`src/rtl/fir_out_pkg.sv`:
```
// Shared sizes and the result type for the FIR output stage.
// Assumes a single clock domain; all widths derive from these defaults.
package fir_out_pkg;
    localparam int unsigned ACC_W   = 26;
    localparam int unsigned N_CELLS = 8;
    localparam int unsigned SHIFT   = 8;
    localparam int unsigned LOW_W   = 16;
    typedef logic [ACC_W-1:0] acc_t;
endpackage

```
`src/rtl/fir_out_ctl.sv`:
```
// Input register stage: samples reset, address and shift-add once,
// and keeps one extra clock of shift-add history.
// Assumes rst_n is synchronous; the registered copy drives all resets.
module fir_out_ctl #(
    parameter int unsigned AW = 3
) (
    input  logic          clk,
    input  logic          rst_n,
    input  logic [AW-1:0] addr_i,
    input  logic          shadd_i,
    output logic          rst_q,
    output logic [AW-1:0] addr_q,
    output logic          shadd_q,
    output logic          shadd_qq
);
    // Register the reset input itself.
    always_ff @(posedge clk) begin
        rst_q <= rst_n;
    end

    // Register address and shift-add, and age shift-add by one clock.
    always_ff @(posedge clk) begin
        if (!rst_q) begin
            addr_q   <= '0;
            shadd_q  <= 1'b1;
            shadd_qq <= 1'b1;
        end else begin
            addr_q   <= addr_i;
            shadd_q  <= shadd_i;
            shadd_qq <= shadd_q;
        end
    end
endmodule

```
`src/rtl/fir_out_hold.sv`:
```
// Cell selector with hold-on-first-select: the first clock an address
// is seen shows the live cell, later clocks repeat that captured value.
// Assumes cells are packed cell n at bits n*W +: W.
module fir_out_hold #(
    parameter int unsigned W  = 26,
    parameter int unsigned NC = 8,
    parameter int unsigned AW = 3
) (
    input  logic          clk,
    input  logic          rst_q,
    input  logic [NC*W-1:0] cell_flat_i,
    input  logic [AW-1:0] addr_q,
    output logic [W-1:0]  live_o,
    output logic [W-1:0]  view_o,
    output logic          valid_o
);
    logic [W-1:0]  hold_q;
    logic [AW-1:0] prev_q;
    logic          fresh;

    // Pick the addressed cell from the packed input.
    always_comb begin
        live_o = cell_flat_i[addr_q*W +: W];
    end

    // Show live value on a new address, else the captured one.
    always_comb begin
        fresh  = !valid_o || (addr_q != prev_q);
        view_o = fresh ? live_o : hold_q;
    end

    // Capture the shown value and remember the address.
    always_ff @(posedge clk) begin
        if (!rst_q) begin
            hold_q  <= '0;
            prev_q  <= '0;
            valid_o <= 1'b0;
        end else begin
            hold_q  <= view_o;
            prev_q  <= addr_q;
            valid_o <= 1'b1;
        end
    end
endmodule

```
`src/rtl/fir_out_sadd.sv`:
```
// Output buffer with shift-add: loads cell + (buffer >>> SH) when
// shift-add is active, or the cell alone otherwise.
// Assumes two's complement values and wrap-around on overflow.
module fir_out_sadd #(
    parameter int unsigned W  = 26,
    parameter int unsigned SH = 8
) (
    input  logic         clk,
    input  logic         rst_q,
    input  logic         shadd_q,
    input  logic [W-1:0] live_i,
    output logic [W-1:0] buf_o
);
    logic [W-1:0] operand;

    // Arithmetic right shift of the buffer, or zero.
    always_comb begin
        if (shadd_q) operand = {{SH{buf_o[W-1]}}, buf_o[W-1:SH]};
        else         operand = '0;
    end

    // Load the buffer every clock.
    always_ff @(posedge clk) begin
        if (!rst_q) buf_o <= '0;
        else        buf_o <= live_i + operand;
    end
endmodule

```
`src/rtl/fir_out_drive.sv`:
```
// Bus source mux and the two group drivers, plus the 16-bit view.
// Assumes disabled groups read as zero (no tri-state on chip).
module fir_out_drive #(
    parameter int unsigned W  = 26,
    parameter int unsigned LW = 16
) (
    input  logic         shadd_q,
    input  logic         shadd_qq,
    input  logic [W-1:0] view_i,
    input  logic [W-1:0] buf_i,
    input  logic         en_lo_n_i,
    input  logic         en_hi_n_i,
    output logic [W-1:0] bus_o,
    output logic [W-1:0] sum_o,
    output logic         oe_lo_o,
    output logic         oe_hi_o,
    output logic [LW-1:0] narrow_o
);
    localparam int unsigned HW = W - LW;

    // Cell path only after two low shift-add samples.
    always_comb begin
        bus_o = (!shadd_q && !shadd_qq) ? view_i : buf_i;
    end

    // Group gating of the wide bus.
    always_comb begin
        oe_lo_o = !en_lo_n_i;
        oe_hi_o = !en_hi_n_i;
        sum_o[LW-1:0] = oe_lo_o ? bus_o[LW-1:0] : '0;
        sum_o[W-1:LW] = oe_hi_o ? bus_o[W-1:LW] : '0;
    end

    // Narrow view: low group first, else sign-extended high group.
    always_comb begin
        if (oe_lo_o)      narrow_o = bus_o[LW-1:0];
        else if (oe_hi_o) narrow_o = {{(LW-HW){bus_o[W-1]}}, bus_o[W-1:LW]};
        else              narrow_o = '0;
    end
endmodule

```
`src/rtl/fir_out_stage.sv`:
```
// Top of the FIR output stage: input registers, held cell reader,
// shift-add buffer and group drivers.
// Assumes one clock; reset is synchronous, active low, registered once.
module fir_out_stage
    import fir_out_pkg::*;
#(
    parameter int unsigned W  = ACC_W,
    parameter int unsigned NC = N_CELLS,
    parameter int unsigned SH = SHIFT,
    parameter int unsigned LW = LOW_W,
    localparam int unsigned AW = $clog2(NC)
) (
    input  logic           clk,
    input  logic           rst_n,
    input  logic [NC*W-1:0] cell_flat_i,
    input  logic [AW-1:0]  addr_i,
    input  logic           shadd_i,
    input  logic           en_lo_n_i,
    input  logic           en_hi_n_i,
    output logic [W-1:0]   sum_o,
    output logic           oe_lo_o,
    output logic           oe_hi_o,
    output logic [LW-1:0]  narrow_o
);
    logic          rst_q;
    logic [AW-1:0] addr_q;
    logic          shadd_q;
    logic          shadd_qq;
    logic [W-1:0]  live_w;
    logic [W-1:0]  view_w;
    logic          valid_w;
    logic [W-1:0]  buf_w;
    logic [W-1:0]  bus_w;

    fir_out_ctl #(.AW(AW)) ctl_i (
        .clk(clk), .rst_n(rst_n), .addr_i(addr_i), .shadd_i(shadd_i),
        .rst_q(rst_q), .addr_q(addr_q), .shadd_q(shadd_q), .shadd_qq(shadd_qq)
    );

    fir_out_hold #(.W(W), .NC(NC), .AW(AW)) hold_i (
        .clk(clk), .rst_q(rst_q), .cell_flat_i(cell_flat_i), .addr_q(addr_q),
        .live_o(live_w), .view_o(view_w), .valid_o(valid_w)
    );

    fir_out_sadd #(.W(W), .SH(SH)) sadd_i (
        .clk(clk), .rst_q(rst_q), .shadd_q(shadd_q), .live_i(live_w),
        .buf_o(buf_w)
    );

    fir_out_drive #(.W(W), .LW(LW)) drive_i (
        .shadd_q(shadd_q), .shadd_qq(shadd_qq), .view_i(view_w), .buf_i(buf_w),
        .en_lo_n_i(en_lo_n_i), .en_hi_n_i(en_hi_n_i), .bus_o(bus_w),
        .sum_o(sum_o), .oe_lo_o(oe_lo_o), .oe_hi_o(oe_hi_o), .narrow_o(narrow_o)
    );
endmodule

```
`config.mk`:
```
export PLATFORM = sky130hd
export DESIGN_NAME = fir_out_stage
export DESIGN_NICKNAME = d
export VERILOG_FILES = /design/src/rtl/fir_out_pkg.sv /design/src/rtl/fir_out_ctl.sv /design/src/rtl/fir_out_hold.sv /design/src/rtl/fir_out_sadd.sv /design/src/rtl/fir_out_drive.sv /design/src/rtl/fir_out_stage.sv
export SDC_FILE = /design/constraint.sdc
export NUM_CORES = 1
export LEC_CHECK = 0
export BUFFER_PORTS_ARGS = -buffer_cell sky130_fd_sc_hd__buf_2
export CORE_ASPECT_RATIO = 0.7
export CORE_MARGIN = 1.5
export CORE_UTILIZATION = 51
export DETAILED_ROUTE_END_ITERATION = 7
export PLACE_DENSITY = 0.85
export SLEW_MARGIN = 10
export SYNTH_ARGS = -nofsm -noshare
export SYNTH_HDL_FRONTEND = slang
export SYNTH_SLANG_ARGS = --single-unit
```
`constraint.sdc`:
```
create_clock -name clk -period 8.62 [get_ports clk]
set_clock_uncertainty 0.15 [all_clocks]
set_input_delay 0.431 -clock clk [delete_from_list [all_inputs] [get_ports clk]]
set_output_delay 0.431 -clock clk [all_outputs]
set_load 0.01 [all_outputs]
```
==> metrics.md <==
| Metric | Value |
|---|---|
| Mean post-synth cell area | 9.49 um^2 |
| Setup TNS | 0 ps |
| Yosys warns | 0 |
| Yosys cell types | 46 |
| Min-Delay Path Class | in -> reg |
| Grt ovf | 0 |
| Antenna Cells | 0 |
| Max_cap viols | 0 |
| CP Launch Point | ctl_i.addr_q[0] |
| Initial DRC count | 394 |
| Die Width | 125 um |
| Pre-antenna DRT Iters | 5 |
| FF-to-FF path depth | 9 |
| CTS tree | built |
| Vert. Die Dim | 88.6 um |
| Placeable Area | 10300 um^2 |
| Worst setup SP type | flop |
| Worst reg2reg setup slack | 4160 ps |
| Slew headroom | 20.3% |
| Share of the synthesized area in the top cell type | 23.2% |
| Port bufs | 259 |
| Slowest cell on crit path | dfxtp_4 |
| RSZ-0062 raised after global routing | no |
| Cell Area, Placed | 6650 um^2 |
| Leak pwr | 3.42 nW |
| Reg-to-reg endpoint | sadd_i.buf_o[25] |
| Worst Hold Launch | rst_n |
| WP data arrival | 4580 ps |
| Max incr delay on CP | 1010 ps |
| Worst skew pair latency | 340 ps |
| Cell taking the most area after synthesis | dfxtp_1 |
| Antenna violation net count after detailed routing | 0 |
| Number of synthesized flops with an enable pin | 0 |
| Site Rows | 31 |
| Number of global-route vias before repair | 5275 |
| Seq cells post-synth | 62 |
| H-tree depth | 3 |
| GP Congestion | 0.919 |
| Final HPWL DP | 15700 um |
| CTS Sinks | 62 |
| Run status | finished, final reports clean |
| CP Data Required Time | 8740 ps |
| Most common cell in the netlist | dfxtp_1 |
| Top cells by count, synth | dfxtp_1, nor2_1, nand2_1 |
| CTS root buf | clkbuf_16 |
| Vias per cell | 5.89 |
| Sequence of cells on the critical path | mux4_2 > mux2_2 > ha_1 > a21oi_1 > nor2_1 > a211oi_1 > a31oi_1 > or4_1 > a21oi_1 |
| Fin crit share | 51.8% |
| Layout cells sized above 1 | 45.2% |
| Min-Delay Path Depth | 1 |
| Register area share after synthesis | 23.2% |
| Maximum VDD drop | 0.120 mV |
| Max Slew Vio Count | 0 |
| Reg clk slew, reported paths | 60 ps |
| TritonCTS buffer count | 9 |
| CTS Buffer Depth | 2 |
| Final Hold Viols | 0 |
| Via count | 5540 |
| Pwr Density | 221 nW/um^2 |
| Largest net degree at the start of global routing | 55 |
| Synth-to-Final Area Change | 30.2% |
| FF-to-FF Start | ctl_i.addr_q[0] |
| Slew @ Worst Pin | 1190 ps |
| Synthesized net count | 805 |
| Final wirelength | 19000 um |
| Top cell by count, worst path | a21oi_1 |
| FFs w/ async S/R, synth | 0% |
| Drc violations | 0 |
| Worst-path maximum fanout | 54 |
| Drt wl/cell | 20.2 um |
| GRT Overall Usage | 33.6% |
| # Post-CTS Setup Buffers | 0 |
| CP Class | reg -> reg |
| Syn Inst Count | 563 |
| Initial antenna violation count | 0 |
| Die area | 11100 um^2 |
| Post-CTS Hold Buffers | 0 |
| Tmin final | 4460 ps |
| Crit end category | flop |
| Setup-failing EPs final | 0 |
| Initial Util | 52.0% |
| Post-CTS resize count | 0 |
| Nets | 1045 |
| Synth Flop Type | dfxtp_1 |
| Post-layout instance area | 6960 um^2 |
| Setup crit end | sadd_i.buf_o[25] |
| First-pass GRT wire length | 28100 um |
| Synth top area cells | dfxtp_1, mux4_2, mux2i_1, ha_1, mux2_2 |
| I/O pins | 260 |
| Syn Std Cell Area | 5340 um^2 |
| F_max | 224 MHz |
layout make-up:
class	instances	area, um^2
flip-flops and latches	62	1250
inverters	13	48.8
clock inverters	6	68.8
multi-input cells	452	3850
clock buffers	10	239
fillers	819	3320
repair buffers	265	1340
well taps	132	165
critical path: cells and delay by family, from the launching register on:
kind / cells / cell delay [ps]
flip-flops: 1 / 1010
adder cells (fa/ha/maj): 1 / 410
multiplexers: 2 / 900
AO/OA/AOI/OAI: 4 / 1250
AND/OR/NAND/NOR: 2 / 620
metrics by stage:
stage | power (mW) | utilization (%) | worst slack, ps | std cells | hold WS [ps]
final | 1.54 | 67.7 | 4160 | 940 | 44.0
after detailed placement | 1.13 | 64.7 | 4250 | 924 | 336
after global routing | 1.61 | 67.7 | 3850 | 940 | 40.1
after global placement | 1.13 | 64.7 | 4310 | 924 | 321
after floorplan | 0.887 | - | 5240 | 563 | 259
after CTS | 1.51 | 67.7 | 4220 | 940 | 40.2
flip-flops by register name, indices dropped and copies added, names as in the netlist:
register / flops
ctl_i.addr_q: 3
ctl_i.rst_q: 1
ctl_i.shadd_q: 1
ctl_i.shadd_qq: 1
hold_i.hold_q: 26
hold_i.prev_q: 3
hold_i.valid_o: 1
sadd_i.buf_o: 26
cells by family (layout without fill, tap and decap cells):
group / after synthesis / count (layout) / synth area share, %
buffers and inverters: 49 / 294 / 4.73
AO/OA/AOI/OAI: 113 / 113 / 13.2
multiplexers: 109 / 109 / 33.4
XOR/XNOR: 18 / 18 / 2.95
adder cells (fa/ha/maj): 26 / 26 / 6.23
flip-flops: 62 / 62 / 23.2
AND/OR/NAND/NOR: 186 / 186 / 16.3
worst min path at each step:
stage / to / slack, ps
after floorplan: hold_i.valid_o / 260
after global placement: hold_i.hold_q[9] / 320
after detailed placement: hold_i.hold_q[23] / 340
after CTS: ctl_i.rst_q / 40
after global routing: ctl_i.rst_q / 40
final: ctl_i.rst_q / 40
cells in the final DEF (no fill, tap or decap), types with 3 or more instances in the layout:
cell	n
a211oi_2	3
o31ai_1	4
inv_1	12
nor2_1	59
mux4_2	52
o21ai_1	31
a211oi_1	5
nand2b_1	19
a21oi_1	24
ha_1	25
and2_1	25
nand3_1	7
nor3_1	7
a21o_1	15
o21ai_0	8
o22ai_1	3
dfxtp_1	60
o21bai_1	5
clkbuf_16	9
xor2_1	6
mux2_2	24
nand4_1	4
a31oi_1	4
buf_4	6
o211ai_1	4
xnor2_1	12
mux2i_1	32
buf_2	259
nand2_1	56
power by group:
group / internal, mW / total (mW) / switching (mW)
clock: 0.234 / 0.379 / 0.145
sequential: 0.352 / 0.400 / 0.0485
combinational: 0.326 / 0.758 / 0.431
total: 0.912 / 1.54 / 0.625
layer usage:
layer	routed length [um]	part of all wire, %	GRT usage, %
met1	8330	44	47.6
met3	1990	10	9.79
met4	180	0.95	7.75
met2	8530	45	51.5
met5	0	0	0
(Power assumes the default switching activity.)
